File: src/rtl/absv_pkg.sv
package absv_pkg;

  // Carry structure selector values for the FAST parameter
  typedef enum logic {
    FORM_RIPPLE = 1'b0,
    FORM_FLAT   = 1'b1
  } carry_form_e;

  // Register stages between operand and result
  localparam int unsigned ABSV_LATENCY = 1;

endpackage

File: src/rtl/absv_cell.sv
// One bit of the magnitude datapath: conditional inversion plus incoming carry
module absv_cell (
  input  logic a_bit,
  input  logic sign,
  input  logic carry_in,
  output logic s_bit
);
  assign s_bit = a_bit ^ sign ^ carry_in;
endmodule

File: src/rtl/absv_carry.sv
// Carry into every stage: sign AND all lower bits zero.
// FAST selects a flat wide AND per stage, otherwise a stage-to-stage chain.
module absv_carry #(
  parameter int M    = 16,
  parameter bit FAST = 1'b1
) (
  input  logic [M-2:0] low_bits,
  input  logic         sign,
  output logic [M-1:0] carry
);
  import absv_pkg::*;

  localparam carry_form_e FORM = carry_form_e'(FAST);

  assign carry[0] = sign;

  generate
    if (FORM == FORM_FLAT) begin : g_flat
      for (genvar n = 1; n < M; n++) begin : g_stage
        // two levels: inverters then one AND over the whole lower field
        assign carry[n] = sign & (&(~low_bits[n-1:0]));
      end
    end else begin : g_ripple
      for (genvar n = 1; n < M; n++) begin : g_stage
        assign carry[n] = carry[n-1] & ~low_bits[n-1];
      end
    end
  endgenerate
endmodule

File: src/rtl/absv_core.sv
// Combinational magnitude: carry network plus a row of bit cells
module absv_core #(
  parameter int M    = 16,
  parameter bit FAST = 1'b1
) (
  input  logic [M-1:0] a,
  output logic [M-1:0] mag,
  output logic         is_min
);
  logic         sign;
  logic [M-1:0] carry;

  assign sign = a[M-1];

  absv_carry #(.M(M), .FAST(FAST)) u_carry (
    .low_bits (a[M-2:0]),
    .sign     (sign),
    .carry    (carry)
  );

  generate
    for (genvar n = 0; n < M; n++) begin : g_cell
      absv_cell u_cell (
        .a_bit    (a[n]),
        .sign     (sign),
        .carry_in (carry[n]),
        .s_bit    (mag[n])
      );
    end
  endgenerate

  // The carry reaching the top stage is set only for sign=1 with all lower bits zero
  assign is_min = carry[M-1];
endmodule

File: src/rtl/absv_unit.sv
module absv_unit #(
  parameter int M    = 16,
  parameter bit FAST = 1'b1
) (
  input  logic         clk,
  input  logic         rst,
  input  logic [M-1:0] a_in,
  output logic [M-1:0] mag_out,
  output logic         minneg_out
);
  localparam logic [M-1:0] MIN_NEG = {1'b1, {(M-1){1'b0}}};

  logic [M-1:0] mag_c;
  logic         min_c;
  logic         primed;

  absv_core #(.M(M), .FAST(FAST)) u_core (
    .a      (a_in),
    .mag    (mag_c),
    .is_min (min_c)
  );

  always_ff @(posedge clk) begin
    if (rst) begin
      mag_out    <= '0;
      minneg_out <= 1'b0;
      primed     <= 1'b0;
    end else begin
      mag_out    <= mag_c;
      minneg_out <= min_c;
      primed     <= 1'b1;
    end
  end


  pos_passthru_chk: assert property (@(posedge clk) disable iff (rst)
    (primed && !$past(a_in[M-1])) |-> (mag_out == $past(a_in)));


  neg_negate_chk: assert property (@(posedge clk) disable iff (rst)
    (primed && $past(a_in[M-1])) |-> (mag_out == M'(~$past(a_in) + 1'b1)));


  minneg_flag_chk: assert property (@(posedge clk) disable iff (rst)
    primed |-> (minneg_out == ($past(a_in) == MIN_NEG)));


  msb_only_min_chk: assert property (@(posedge clk) disable iff (rst)
    (primed && mag_out[M-1]) |-> (minneg_out && mag_out == MIN_NEG));


  hold_stable_chk: assert property (@(posedge clk) disable iff (rst)
    (primed && $stable(a_in)) |=> $stable(mag_out));
endmodule

File: config.mk
export PLATFORM = sky130hd
export DESIGN_NAME = absv_unit
export DESIGN_NICKNAME = d
export VERILOG_FILES = /design/src/rtl/absv_pkg.sv /design/src/rtl/absv_cell.sv /design/src/rtl/absv_carry.sv /design/src/rtl/absv_core.sv /design/src/rtl/absv_unit.sv
export SDC_FILE = /design/constraint.sdc
export NUM_CORES = 1
export LEC_CHECK = 0
export BUFFER_PORTS_ARGS = -buffer_cell sky130_fd_sc_hd__buf_4
export CAP_MARGIN = 20
export CELL_PAD_IN_SITES_DETAIL_PLACEMENT = 1
export CELL_PAD_IN_SITES_GLOBAL_PLACEMENT = 2
export CORE_MARGIN = 2
export CORE_UTILIZATION = 22
export DETAILED_ROUTE_END_ITERATION = 8
export PLACE_DENSITY = 0.69
export SLEW_MARGIN = 15
export SYNTH_ARGS = -nofsm -noshare
export SYNTH_HDL_FRONTEND = slang
export SYNTH_SLANG_ARGS = --single-unit
File: constraint.sdc
create_clock -name clk -period 2.2 [get_ports clk]
set_input_delay 0.33 -clock clk [delete_from_list [all_inputs] [get_ports clk]]
set_output_delay 0.33 -clock clk [all_outputs]
set_load 0.01 [all_outputs]
After elaboration in Yosys (flattened, before gate mapping)
Cells that the tools add are included.

word-level totals
  flip-flop bits (word level) = 17

operators by class
  bitwise gates (word level) = 60
  reductions and logical operators = 14

operator list
  cell                  number
  XOR 1 bit             30
  bitwise AND 1 bit     15
  inverter 15 bit       1
  AND reduction 15 bit  1
  inverter 14 bit       1
  AND reduction 14 bit  1
  inverter 13 bit       1
  AND reduction 13 bit  1
  inverter 12 bit       1
  AND reduction 12 bit  1
  inverter 11 bit       1
  AND reduction 11 bit  1
  inverter 10 bit       1
  AND reduction 10 bit  1
  inverter 9 bit        1
  AND reduction 9 bit   1
  inverter 8 bit        1
  AND reduction 8 bit   1
  inverter 7 bit        1
  AND reduction 7 bit   1
  inverter 6 bit        1
  AND reduction 6 bit   1
  inverter 5 bit        1
  AND reduction 5 bit   1
  other kinds (7)       7

Logic depth before layout (Yosys ltp)
Gate-level depths: netlist of the first run.

  word-level depth = 4
  depth in mapped cells = 5

Cells and area by module
Synthesis of the first run repeated with hierarchy kept, for this count alone.

second synthesis, totals
  cells, all modules = 77
  area total of the unflattened synthesis = 1,093.5 µm²

by module, submodules not included
  module      area each (µm²)  instances  sequential area each (µm²)  cells each
  absv_unit   475.5            1          340.3                       35
  absv_cell   23.8             16         0.0                         1
  absv_carry  237.7            1          0.0                         26

Worst setup path before layout of the first run
OpenSTA, ideal clock, no wires.

  kind = input-to-reg
  from = input port a_in[0]
  to = register mag_out[14]
  slack = 0.110 ns
  stages = 5
  arrival = 1.967 ns
  library setup time = 0.123 ns
  data required time = 2.077 ns
  path buffers = 1
  cell sequence = or4_4 > buf_6 > or4_4 > o21ai_2 > mux2_1

on the way
  word-level cells in the longest chain between the ends = 4

ends and longest elaborated chain
  element                 RTL line          RTL
  start: declaration      absv_unit.sv:7    input logic [M-1:0] a_in,
  inverter 14 bit         absv_carry.sv:21  assign carry[n] = sign & (&(~low_bits[n-1:0]));
  AND reduction 14 bit    absv_carry.sv:21
  bitwise AND 1 bit       absv_carry.sv:21
  XOR 1 bit               absv_cell.sv:8    assign s_bit = a_bit ^ sign ^ carry_in;
  end signal: assignment  absv_unit.sv:29   mag_out <= mag_c;
  end: declaration        absv_unit.sv:8    output logic [M-1:0] mag_out,

Every way passes these cells.
A chain may end at the register's enable or synchronous reset.

Final worst setup path of the first run
Ends and elaborated chain as after synthesis.

==> results of run 1 <==
[worst max-delay path, stage by stage]
cell,delay [ns]
sky130_fd_sc_hd__buf_4,0.12
sky130_fd_sc_hd__or4_4,0.53
sky130_fd_sc_hd__or4_4,0.58
sky130_fd_sc_hd__o21ai_2,0.14
sky130_fd_sc_hd__mux2_1,0.32
[logic make-up (layout without fill, tap and decap cells)]
family / Yosys count / after routing / share of synthesized area
simple gates: 26 / 26 / 0.189
buf+inv: 6 / 39 / 0.0464
compound gates: 13 / 13 / 0.124
xor+xnor: 14 / 14 / 0.168
mux: 1 / 1 / 0.0155
flops: 16 / 16 / 0.440
fa+ha+maj: 1 / 1 / 0.0172
[Yosys cell counts]
| library cell | n |
|---|---|
| sky130_fd_sc_hd__or4_1 | 1 |
| sky130_fd_sc_hd__o21ai_1 | 3 |
| sky130_fd_sc_hd__o31ai_1 | 4 |
| sky130_fd_sc_hd__mux2_1 | 1 |
| sky130_fd_sc_hd__o41ai_1 | 2 |
| sky130_fd_sc_hd__buf_4 | 1 |
| sky130_fd_sc_hd__nand2b_1 | 1 |
| sky130_fd_sc_hd__nor2b_1 | 1 |
| sky130_fd_sc_hd__o21ai_2 | 1 |
| sky130_fd_sc_hd__buf_6 | 1 |
| sky130_fd_sc_hd__or3_1 | 3 |
| sky130_fd_sc_hd__dfxtp_1 | 16 |
| sky130_fd_sc_hd__ha_1 | 1 |
| sky130_fd_sc_hd__clkbuf_1 | 3 |
| sky130_fd_sc_hd__xor2_1 | 13 |
| sky130_fd_sc_hd__nor2_1 | 15 |
| sky130_fd_sc_hd__nand2_1 | 1 |
| sky130_fd_sc_hd__o21ai_0 | 1 |
| sky130_fd_sc_hd__inv_1 | 1 |
| sky130_fd_sc_hd__nor4bb_1 | 1 |
| sky130_fd_sc_hd__a21oi_1 | 1 |
| sky130_fd_sc_hd__or2_2 | 1 |
| sky130_fd_sc_hd__xnor2_1 | 1 |
| sky130_fd_sc_hd__a31o_1 | 1 |
| sky130_fd_sc_hd__or4_4 | 2 |
[final timing paths]
| check | cells past startpoint | from | slack (ns) | to |
|---|---|---|---|---|
| worst max-delay path | 5 | a_in[0] | 0.34 | mag_out[14] |
| worst min-delay path | 2 | a_in[13] | 0.26 | mag_out[15] |
[power breakdown]
part           switching [mW]  internal (mW)  leakage, nW  total, mW
Sequential            0.00592          0.313        0.133      0.318
Combinational          0.0666         0.0737        0.320      0.140
Clock                  0.0862         0.0633       0.0138      0.149
Total                   0.159          0.449        0.467      0.608
[per-layer routing]
layer	vias up	wire, µm	part of all wire	GRT usage
li1	329	-	-	-
met4	0	34	0.020	0.0547
met5	-	0	0	0
met3	2	59	0.034	0.0147
met2	16	888	0.51	0.168
met1	315	759	0.44	0.116
[cell usage in the layout (no fill, tap or decap), types with 2 or more instances in the layout]
cell type,Yosys,layout
sky130_fd_sc_hd__clkbuf_4,0,3
sky130_fd_sc_hd__xor2_1,13,13
sky130_fd_sc_hd__nor2_1,15,15
sky130_fd_sc_hd__or3_1,3,3
sky130_fd_sc_hd__or4_4,2,2
sky130_fd_sc_hd__buf_4,1,35
sky130_fd_sc_hd__o31ai_1,4,4
sky130_fd_sc_hd__o41ai_1,2,2
sky130_fd_sc_hd__dfxtp_1,16,16
sky130_fd_sc_hd__o21ai_1,3,3
[cell type report]
type,instances,share of cell area
Timing Repair Buffer,35,0.253
Inverter,1,0.00361
Tap cell,44,0.0530
Clock buffer,3,0.0217
Multi-Input combinational cell,55,0.360
Sequential cell,16,0.308
[stage by stage]
step | worst slack (ns) | instances | util | hold slack (ns)
floorplan | 0.110 | 77 | - | 0.406
global placement | 0.0682 | 151 | 0.327 | 0.548
detailed placement | 0.0301 | 151 | 0.327 | 0.547
CTS | 0.327 | 154 | 0.335 | 0.253
global route | 0.282 | 154 | 0.335 | 0.257
finish | 0.336 | 154 | 0.335 | 0.258
==> reports/qor.tcl, run 1 <==
set qor(status) {completed}
set qor(post_cts.repair.setup_buffers) 0
set qor(clkSlewWorstSetupHoldPaths_ns) 0.08
set qor(first_global_vias) 585
set qor(crit_path_start_kind) {input pin}
set qor(final_nets) 131
set qor(synth_area_leaders) {sky130_fd_sc_hd__dfxtp_1, sky130_fd_sc_hd__xor2_1, sky130_fd_sc_hd__nor2_1, sky130_fd_sc_hd__o31ai_1, sky130_fd_sc_hd__or4_4}
set qor(remaining_drc_errors) 0
set qor(vdd.ir_drop.worst_mv) 0.126
set qor(place_congestion) 0.698
set qor(placeableCoreArea_mm2) 0.00310
set qor(finalHoldViolCount) 0
set qor(cts-hold-fix-buffers) 0
set qor(layout-drive-gt1-share) 0.382
set qor(numCtsBuffers) 3
set qor(grt_pass1_wl_um) 2700
set qor(synth.avg_cell_area_um2) 9.46
set qor(io_pins) 35
set qor(timing.critical_path.required_ns) 2.36
set qor(total_number_of_h_tree_levels) 1
set qor(post-dp-hpwl_um) 1440
set qor(place_area_mm2) 0.00102
set qor(clock_tree_from_tritoncts) {yes}
set qor(final.fill_count) 384
set qor(fp.dieH_um) 61.5
set qor(crit_arrival_ns) 2.03
set qor(number_of_flip_flops_in_the_largest_register) 16
set qor(type_of_the_setup_path_with_the_least_slack) {input pin to register}
set qor(clock_tree.root_cell) {sky130_fd_sc_hd__clkbuf_4}
set qor(detailroute.via_count) 662
set qor(min_period_over_period) 0.847
set qor(synth.ff_latch_count) 16
set qor(power_uw) 608
set qor(route.antenna.remaining_nets) 0
set qor(gr-total-overflow) 0
set qor(final-seq-area_um2) 320
set qor(routed_via_density) 4.30
set qor(total_clock_sinks) 16
set qor(synth.yosys.seq_area_share) 0.440
set qor(post-synth-top-area-cell) {sky130_fd_sc_hd__dfxtp_1}
set qor(setup_viol_count_final) 0
set qor(largest-register) {mag_out}
set qor(antenna_found_initial) 0
set qor(yosys_warnings) 0
set qor(floorplan.die_area_mm2) 0.00379
set qor(grt.total_usage) 0.0982
set qor(max_freq_mhz) 537
set qor(number_of_drc_markers_after_the_initial_detailed_route_iteration) 3
set qor(antennaDiodeCount) 0
set qor(transition_time_at_the_pin_with_the_least_slew_margin_ns) 0.383
set qor(worst-path-max-fanout) 4
set qor(setup_tns_after_final_layout_ns) 0
set qor(floorplan.initialDensity) 0.235
set qor(synthesis.nets) 96
set qor(hp-class) {input pin to register}
set qor(relSlewSlack) 0.741
set qor(post_route_wl_um) 1740
set qor(finalWorstPathRequiredPeriod_ns) 1.86
set qor(final_area_mm2) 0.00104
set qor(wl_cell_um) 11.3
set qor(worst_setup_path_end_kind) {register}
set qor(synth_cell_type_count) 25
set qor(synth_top_area_share) 0.440
set qor(multi_input_comb_area_um2) 374
set qor(grt_setup_unrepaired) {no}
set qor(grt_start_max_net_pins) 19
set qor(fp.dieW_um) 61.5
set qor(area.growth.synth_to_final_pct) 42.6
set qor(cellPowerDensity_mw_per_mm2) 586
set qor(static_leak_nw) 0.467
set qor(number_of_maximum_capacitance_constraint_violations) 0
set qor(io_buffers) 34
set qor(synthesis.area_um2) 728
set qor(clock_path_buffers) 2
set qor(synthesis.instances) 77
set qor(largest_registers) {mag_out x16}
set qor(final_max_slew_viol_count) 0
set qor(detailedRoute.firstPassIterationCount) 3
set qor(fp-row-count) 20
set qor(cts_resized) 0
No activity file was read; power rests on OpenSTA's default activity.
==> run 2, diff against run 1 <==
--- a/config.mk
+++ b/config.mk
@@ -5,14 +5,15 @@
 export SDC_FILE = /design/constraint.sdc
 export NUM_CORES = 1
 export LEC_CHECK = 0
+export ABC_AREA = 1
 export BUFFER_PORTS_ARGS = -buffer_cell sky130_fd_sc_hd__buf_4
 export CAP_MARGIN = 20
 export CELL_PAD_IN_SITES_DETAIL_PLACEMENT = 1
 export CELL_PAD_IN_SITES_GLOBAL_PLACEMENT = 2
 export CORE_MARGIN = 2
-export CORE_UTILIZATION = 22
+export CORE_UTILIZATION = 24
 export DETAILED_ROUTE_END_ITERATION = 8
-export PLACE_DENSITY = 0.69
+export PLACE_DENSITY = 0.74
 export SLEW_MARGIN = 15
 export SYNTH_ARGS = -nofsm -noshare
 export SYNTH_HDL_FRONTEND = slang
==> constraint.sdc (replaced) <==
create_clock -name clk -period 1.8 [get_ports clk]
set_input_delay 0.27 -clock clk [delete_from_list [all_inputs] [get_ports clk]]
set_output_delay 0.27 -clock clk [all_outputs]
set_load 0.01 [all_outputs]
==> reports/qor.tcl, run 2 <==
set qor(status) {completed} ;# unchanged
set qor(number_of_flip_flops_in_the_largest_register) 16 ;# unchanged
set qor(critical-path-max-stage-delay_ns) 0.18 ;# was 0.58 ns
set qor(cpLargestDelayFamily) {simple AND/OR/NAND/NOR gates} ;# unchanged
set qor(synth_commonest_cells) {sky130_fd_sc_hd__nor2_1, sky130_fd_sc_hd__nand2_1, sky130_fd_sc_hd__dfxtp_1} ;# was sky130_fd_sc_hd__dfxtp_1, sky130_fd_sc_hd__nor2_1, sky130_fd_sc_hd__xor2_1
set qor(place_congestion) 0.756 ;# was 0.698
set qor(floorplan.initialDensity) 0.249 ;# was 0.235
set qor(async_sr_flop_fraction) 0 ;# unchanged
set qor(vdd.ir_drop.worst_mv) 0.208 ;# was 0.126 mV
set qor(io_buffers) 34 ;# unchanged
set qor(grt_setup_unrepaired) {no} ;# unchanged
set qor(post_synth_xor_area_fraction) 0.0528 ;# was 0.168
set qor(crit_arrival_ns) 1.20 ;# was 2.03 ns
set qor(share_of_power_burned_in_registers) 0.509 ;# was 0.524
set qor(stdcell_count) 195 ;# was 154
set qor(detailedRoute.firstPassIterationCount) 3 ;# unchanged
set qor(yosys_warnings) 0 ;# unchanged
set qor(synthesis.instances) 116 ;# was 77
set qor(synth_area_leaders) {sky130_fd_sc_hd__dfxtp_1, sky130_fd_sc_hd__nor2_1, sky130_fd_sc_hd__nand2_1, sky130_fd_sc_hd__inv_1, sky130_fd_sc_hd__a21oi_1} ;# was sky130_fd_sc_hd__dfxtp_1, sky130_fd_sc_hd__xor2_1, sky130_fd_sc_hd__nor2_1, sky130_fd_sc_hd__o31ai_1, sky130_fd_sc_hd__or4_4
set qor(combinational_family_with_the_most_area_after_synthesis) {simple AND/OR/NAND/NOR gates} ;# unchanged
set qor(detailroute.via_count) 825 ;# was 662
set qor(final.fill_count) 435 ;# was 384
set qor(first_global_vias) 848 ;# was 585
set qor(largest_registers) {mag_out x16} ;# unchanged
set qor(clock_tree.root_cell) {sky130_fd_sc_hd__clkbuf_4} ;# unchanged
set qor(fp.dieH_um) 62.8 ;# was 61.5 µm
set qor(fp.dieW_um) 62.8 ;# was 61.5 µm
set qor(power_uw) 760 ;# was 608 µW
set qor(synth.avg_cell_area_um2) 7.15 ;# was 9.46 µm²
set qor(min_period_over_period) 0.570
set qor(max_freq_mhz) 975
set qor(setup_viol_count_final) 0 ;# unchanged
set qor(synth_compound_area_frac) 0.0890 ;# was 0.124
set qor(grt_pass1_wl_um) 3750 ;# was 2700 µm
set qor(synth_fa_ha_area_frac) 0.0151 ;# was 0.0172
set qor(grt_start_max_net_pins) 21 ;# was 19
set qor(combinational_fraction_of_design_power) 0.236 ;# was 0.231
set qor(synth.most_common_cell) {sky130_fd_sc_hd__nor2_1} ;# was sky130_fd_sc_hd__dfxtp_1
set qor(type_of_the_setup_path_with_the_least_slack) {input pin to register} ;# unchanged
set qor(final_nets) 170 ;# was 131
set qor(synth_top_area_share) 0.386 ;# was 0.440
set qor(total_number_of_h_tree_levels) 1 ;# unchanged
set qor(synthesis.area_um2) 830 ;# was 728 µm²
set qor(number_of_maximum_capacitance_constraint_violations) 0 ;# unchanged
set qor(gr-total-overflow) 0 ;# unchanged
set qor(placeableCoreArea_mm2) 0.00334 ;# was 0.00310 mm²
set qor(wl_cell_um) 11.3 ;# about the same
set qor(finalHoldViolCount) 0 ;# unchanged
set qor(hp-class) {input pin to register} ;# unchanged
set qor(post_route_wl_um) 2200 ;# was 1740 µm
set qor(crit_path_start_kind) {input pin} ;# unchanged
set qor(worst_setup_path_end_kind) {register} ;# unchanged
set qor(total_clock_sinks) 16 ;# unchanged
set qor(dominantRegCellSynth) {sky130_fd_sc_hd__dfxtp_1} ;# unchanged
set qor(cp.buffers_inverters) 1 ;# unchanged
set qor(pint_uw) 543 ;# was 449 µW
set qor(area.growth.synth_to_final_pct) 36.7 ;# was 42.6%
set qor(cts-hold-fix-buffers) 0 ;# unchanged
set qor(layout-drive-gt1-share) 0.309 ;# was 0.382
set qor(mostFrequentLayoutCell) {sky130_fd_sc_hd__buf_4} ;# unchanged
set qor(cts_resized) 0 ;# unchanged
set qor(net-switching-power_uw) 217 ;# was 159 µW
set qor(synth.area.mux_share) 0 ;# was 0.0155
set qor(routed_via_density) 4.23 ;# was 4.30
set qor(finalWorstPathRequiredPeriod_ns) 1.03
set qor(grt.total_usage) 0.122 ;# was 0.0982
set qor(post-synth-top-area-cell) {sky130_fd_sc_hd__dfxtp_1} ;# unchanged
set qor(number_of_drc_markers_after_the_initial_detailed_route_iteration) 19 ;# was 3
set qor(clock_tree_from_tritoncts) {yes} ;# unchanged
set qor(clkSlewWorstSetupHoldPaths_ns) 0.10 ;# was 0.08 ns
set qor(sw_frac_of_total) 0.285 ;# was 0.261
set qor(static_leak_nw) 0.593 ;# was 0.467 nW
set qor(crit_slowest_cell) {sky130_fd_sc_hd__nor2_8} ;# was sky130_fd_sc_hd__or4_4
set qor(timing.critical_path.required_ns) 1.98 ;# was 2.36 ns
set qor(pwr-share-clk) 0.255 ;# was 0.246
set qor(synth-simple-area-share) 0.365 ;# was 0.189
set qor(synth.yosys.seq_area_share) 0.386 ;# was 0.440
set qor(transition_time_at_the_pin_with_the_least_slew_margin_ns) 0.413 ;# was 0.383 ns
set qor(worst-path-max-fanout) 9 ;# was 4
set qor(cellPowerDensity_mw_per_mm2) 670 ;# was 586 mW/mm²
set qor(fp-row-count) 21 ;# was 20
set qor(antenna_found_initial) 0 ;# unchanged
set qor(antennaDiodeCount) 0 ;# unchanged
set qor(clock_path_buffers) 2 ;# unchanged
set qor(number_of_enable_flip_flop_cells_after_synthesis) 0 ;# unchanged
set qor(synth_cell_type_count) 24 ;# was 25
set qor(numCtsBuffers) 3 ;# unchanged
set qor(final_cell_mix) {sky130_fd_sc_hd__buf_4, sky130_fd_sc_hd__nor2_1, sky130_fd_sc_hd__nand2_1} ;# was sky130_fd_sc_hd__buf_4, sky130_fd_sc_hd__dfxtp_1, sky130_fd_sc_hd__nor2_1
set qor(io_pins) 35 ;# unchanged
set qor(crit_path_cell_trace) {buf_4 -> nor2_1 -> nand2_1 -> nor2_8 -> nand2_1 -> a21oi_1 -> nor2_1} ;# was buf_4 -> or4_4 -> or4_4 -> o21ai_2 -> mux2_1
set qor(remaining_drc_errors) 0 ;# unchanged
set qor(setup_tns_after_final_layout_ns) 0 ;# unchanged
set qor(floorplan.die_area_mm2) 0.00394 ;# was 0.00379 mm²
set qor(synth.ff_latch_count) 16 ;# unchanged
set qor(largest-register) {mag_out} ;# unchanged
set qor(synthesis.nets) 135 ;# was 96
set qor(post_cts.repair.setup_buffers) 0 ;# unchanged
set qor(post-dp-hpwl_um) 1730 ;# was 1440 µm
set qor(relSlewSlack) 0.724 ;# was 0.741
set qor(route.antenna.remaining_nets) 0 ;# unchanged
set qor(place.detailed.instances) 192 ;# was 151
set qor(final_max_slew_viol_count) 0 ;# unchanged
## run 2: cell count changes in the layout (fill, tap and decap cells not counted), moves of 5 or more
cell / previous run / this run
sky130_fd_sc_hd__a21oi_1: 1 / 7
sky130_fd_sc_hd__xor2_1: 13 / 2
sky130_fd_sc_hd__inv_1: 1 / 12
sky130_fd_sc_hd__nand2_1: 1 / 24
sky130_fd_sc_hd__o21ai_0: 1 / 6
sky130_fd_sc_hd__nor2_1: 15 / 25
## run 2: path summary, 6_finish.rpt
check             depth (start not counted)  slack [ns]          end      from
hold / removal                            2        0.14  mag_out[15]  a_in[14]
setup / recovery                          7        0.77  mag_out[12]   a_in[4]
## run 2: layer usage
| layer | GRT usage | share of wire |
|---|---|---|
| met5 | 0 | 0 |
| met4 | 0.0500 | 0.0091 |
| met3 | 0.0306 | 0.062 |
| met2 | 0.210 | 0.49 |
| met1 | 0.146 | 0.44 |
## run 2: stage by stage
| stage | cell area [µm²] | worst slack [ns] | hold WS, ns | util |
|---|---|---|---|---|
| detailed placement | 1110 | 0.492 | 0.451 | 0.333 |
| global placement | 1110 | 0.569 | 0.455 | 0.333 |
| finish | 1130 | 0.775 | 0.143 | 0.340 |
| floorplan | 830 | 0.772 | 0.339 | - |
| global route | 1130 | 0.713 | 0.123 | 0.340 |
| CTS | 1130 | 0.758 | 0.129 | 0.340 |
## run 2: final cells by class
cell class / instances / area (µm²) / share of cell area
clock buffer: 3 / 22.5 / 0.0199
inverter: 12 / 45.0 / 0.0397
multi-input combinational: 84 / 433 / 0.382
sequential: 16 / 320 / 0.283
tap: 46 / 57.6 / 0.0508
timing repair buffer: 34 / 255 / 0.225
## run 2: power groups by stage
stage	clock [mW]	sequential [mW]	combinational [mW]
3_5_place_dp	0	0.395	0.184
3_3_place_gp	0	0.395	0.179
6_report	0.194	0.387	0.179
2_1_floorplan	0	0.408	0.0780
4_1_cts	0.212	0.387	0.185
5_1_grt	0.233	0.390	0.202
## run 2: kinds of logic (layout without fill, tap and decap cells)
family,Yosys count,count (layout)
simple gates,64,64
buf+inv,16,49
flops,16,16
xor+xnor,5,5
fa+ha+maj,1,1
compound gates,14,14
==> run 3, diff against run 2 <==
--- a/config.mk
+++ b/config.mk
@@ -5,7 +5,7 @@
 export SDC_FILE = /design/constraint.sdc
 export NUM_CORES = 1
 export LEC_CHECK = 0
-export ABC_AREA = 1
+export ABC_AREA = 0
 export BUFFER_PORTS_ARGS = -buffer_cell sky130_fd_sc_hd__buf_4
 export CAP_MARGIN = 20
 export CELL_PAD_IN_SITES_DETAIL_PLACEMENT = 1
@@ -13,7 +13,7 @@
 export CORE_MARGIN = 2
 export CORE_UTILIZATION = 24
 export DETAILED_ROUTE_END_ITERATION = 8
-export PLACE_DENSITY = 0.74
+export PLACE_DENSITY = 0.71
 export SLEW_MARGIN = 15
 export SYNTH_ARGS = -nofsm -noshare
 export SYNTH_HDL_FRONTEND = slang
==> constraint.sdc (replaced) <==
create_clock -name clk -period 1.1 [get_ports clk]
set_input_delay 0.165 -clock clk [delete_from_list [all_inputs] [get_ports clk]]
set_output_delay 0.165 -clock clk [all_outputs]
set_load 0.01 [all_outputs]
==> reports/qor.tcl, run 3 (synthesized netlist as in run 1, its figures left out) <==
set qor(post_route_wl_um) 2120 ;# was 2200 µm
set qor(failed_checks) {setup timing}
set qor(post-dp-hpwl_um) 1570 ;# was 1730 µm
set qor(clkSlewWorstSetupHoldPaths_ns) 0.10 ;# about the same
set qor(detailroute.via_count) 727 ;# was 825
set qor(setup_tns_after_final_layout_ns) -2.25 ;# was 0 ns
set qor(crit_top_cell) {sky130_fd_sc_hd__or4_4}
set qor(wl_cell_um) 13.4 ;# was 11.3 µm
set qor(clock_tree.root_cell) {sky130_fd_sc_hd__clkbuf_4} ;# unchanged
set qor(hp-class) {input pin to register} ;# unchanged
set qor(combinational_fraction_of_design_power) 0.262 ;# was 0.236
set qor(place_area_mm2) 0.00110 ;# was 0.00111 mm²
set qor(fp.dieH_um) 59.1 ;# was 62.8 µm
set qor(setup_viol_count_final) 12 ;# was 0
set qor(number_of_flip_flops_in_the_largest_register) 16 ;# unchanged
set qor(crit_path_cell_trace) {buf_6 -> or4_4 -> or4_4 -> o21ai_2 -> mux2_4} ;# was buf_4 -> nor2_1 -> nand2_1 -> nor2_8 -> nand2_1 -> a21oi_1 -> nor2_1
set qor(worst-path-max-fanout) 2 ;# was 9
set qor(final.fill_count) 334 ;# was 435
set qor(grt_pass1_wl_um) 3530 ;# was 3750 µm
set qor(fp-row-count) 19 ;# was 21
set qor(timing.critical_path.required_ns) 1.30 ;# was 1.98 ns
set qor(max_freq_mhz) 676
set qor(io_buffers) 34 ;# unchanged
set qor(final-seq-area_um2) 320 ;# unchanged
set qor(crit_slowest_cell) {sky130_fd_sc_hd__or4_4} ;# was sky130_fd_sc_hd__nor2_8
set qor(layout-drive-gt1-share) 0.551 ;# was 0.309
set qor(total_clock_sinks) 16 ;# unchanged
set qor(place.detailed.instances) 152 ;# was 192
set qor(clock_tree_from_tritoncts) {yes} ;# unchanged
set qor(static_leak_nw) 0.600 ;# was 0.593 nW
set qor(number_of_drc_markers_after_the_initial_detailed_route_iteration) 2 ;# was 19
set qor(multi_input_comb_area_um2) 478 ;# was 433 µm²
set qor(vdd.ir_drop.worst_mv) 0.557 ;# was 0.208 mV
set qor(clock_path_buffers) 2 ;# unchanged
set qor(pre_cts_slack_ns) -0.740 ;# was 0.492 ns
set qor(sw_frac_of_total) 0.270 ;# was 0.285
set qor(grt_setup_unrepaired) {yes} ;# was no
set qor(finalHoldViolCount) 0 ;# unchanged
set qor(remaining_drc_errors) 0 ;# unchanged
set qor(pwr-share-clk) 0.285 ;# was 0.255
set qor(final_area_mm2) 0.00129 ;# was 0.00113 mm²
set qor(net-switching-power_uw) 380 ;# was 217 µW
set qor(largest_registers) {mag_out x16} ;# unchanged
set qor(place_congestion) 0.765 ;# was 0.756
set qor(antenna_found_initial) 0 ;# unchanged
set qor(routed_via_density) 4.60 ;# was 4.23
set qor(pint_mw) 1.03 ;# was 543 µW
set qor(relSlewSlack) 0.812 ;# was 0.724
set qor(grt_start_max_net_pins) 18 ;# was 21
set qor(power_mw) 1.41 ;# was 760 µW
set qor(mostFrequentLayoutCell) {sky130_fd_sc_hd__buf_4} ;# unchanged
set qor(first_global_vias) 760 ;# was 848
set qor(crit_path_start_kind) {input pin} ;# unchanged
set qor(final_max_slew_viol_count) 0 ;# unchanged
set qor(finalWorstPathRequiredPeriod_ns) 1.48
set qor(cts-hold-fix-buffers) 0 ;# unchanged
set qor(floorplan.die_area_mm2) 0.00349 ;# was 0.00394 mm²
set qor(crit_arrival_ns) 1.67 ;# was 1.20 ns
set qor(status) {finished with violations} ;# was completed
set qor(share_of_power_burned_in_registers) 0.453 ;# was 0.509
set qor(number_of_maximum_capacitance_constraint_violations) 0 ;# unchanged
set qor(fp.dieW_um) 59.1 ;# was 62.8 µm
set qor(final_cell_mix) {sky130_fd_sc_hd__buf_4, sky130_fd_sc_hd__dfxtp_1, sky130_fd_sc_hd__nor2_1} ;# was sky130_fd_sc_hd__buf_4, sky130_fd_sc_hd__nor2_1, sky130_fd_sc_hd__nand2_1
set qor(gr-total-overflow) 0 ;# unchanged
set qor(final_nets) 147 ;# was 170
set qor(worst_setup_path_end_kind) {register} ;# unchanged
set qor(grt.total_usage) 0.135 ;# was 0.122
set qor(stdcell_count) 158 ;# was 195
set qor(antennaDiodeCount) 0 ;# unchanged
set qor(area.growth.synth_to_final_pct) 76.6 ;# was 36.7%
set qor(numCtsBuffers) 3 ;# unchanged
set qor(largest-register) {mag_out} ;# unchanged
set qor(floorplan.initialDensity) 0.257 ;# was 0.249
set qor(critical-path-max-stage-delay_ns) 0.52 ;# was 0.18 ns
set qor(post-route-worst-setup-slack_ns) -0.379 ;# was 0.775 ns
set qor(type_of_the_setup_path_with_the_least_slack) {input pin to register} ;# unchanged
set qor(detailedRoute.firstPassIterationCount) 2 ;# was 3
set qor(route.antenna.remaining_nets) 0 ;# unchanged
set qor(min_period_over_period) 1.34
set qor(transition_time_at_the_pin_with_the_least_slew_margin_ns) 0.280 ;# was 0.413 ns
set qor(cellPowerDensity_mw_per_mm2) 1100 ;# was 670 mW/mm²
set qor(total_number_of_h_tree_levels) 1 ;# unchanged
set qor(placeableCoreArea_mm2) 0.00283 ;# was 0.00334 mm²
set qor(io_pins) 35 ;# unchanged
## run 3: cell count changes in the layout (fill, tap and decap cells not counted), sizes merged, moves of 2 or more
cell and change:
o31ai +4, nor2 -13, or4 +3, buf +17, a21oi -6, o21ai -2
xor2 +11, inv -11, nand2 -25, nand3 -6, or3 +3, o41ai +2
xnor2 -2
## run 3: area by class of cell
cell class | instances | area share
well taps | 31 | 0.0302
multi-input cells | 55 | 0.372
clock buffers | 4 | 0.0282
repair buffers | 51 | 0.318
flip-flops and latches | 16 | 0.249
inverters | 1 | 0.00292
## run 3: through the flow
step	hold WS, ns	utilization
after floorplan	0.241	-
after global placement	0.376	0.391
after detailed placement	0.378	0.391
after CTS	0.0680	0.442
after global routing	0.0486	0.455
final	0.0613	0.455
## run 3: routing by layer
layer / part of all wire / vias up / GRT usage
met4: 0.016 / 0 / 0.0487
met5: 0 / - / 0
met1: 0.42 / 343 / 0.167
met3: 0.034 / 5 / 0.0349
li1: - / 362 / -
met2: 0.53 / 17 / 0.227
## run 3: worst max-delay path: cells and delay by family
kind / cells / cell delay, ns
AO/OA/AOI/OAI: 1 / 0.14
AND/OR/NAND/NOR: 2 / 0.96
buffers and inverters: 1 / 0.09
multiplexers: 1 / 0.30
## run 3: final timing paths
kind	from	end	cells after the start
worst max-delay path	a_in[0]	mag_out[14]	5
worst min-delay path	a_in[13]	mag_out[15]	2
## run 3: power by group through the flow
| stage | combinational [mW] | sequential, mW | clock [mW] |
|---|---|---|---|
| 2_1_floorplan | 0.105 | 0.675 | 0 |
| 5_1_grt | 0.401 | 0.643 | 0.450 |
| 3_3_place_gp | 0.313 | 0.651 | 0 |
| 3_5_place_dp | 0.321 | 0.652 | 0 |
| 6_report | 0.369 | 0.638 | 0.402 |
| 4_1_cts | 0.360 | 0.639 | 0.406 |
## run 3: what timing repair did
item                                    CTS  global route
endpoints found under the setup margin   11            12
setup buffers                             2             0
pin swaps                                 8             2
resized for setup                        18             5
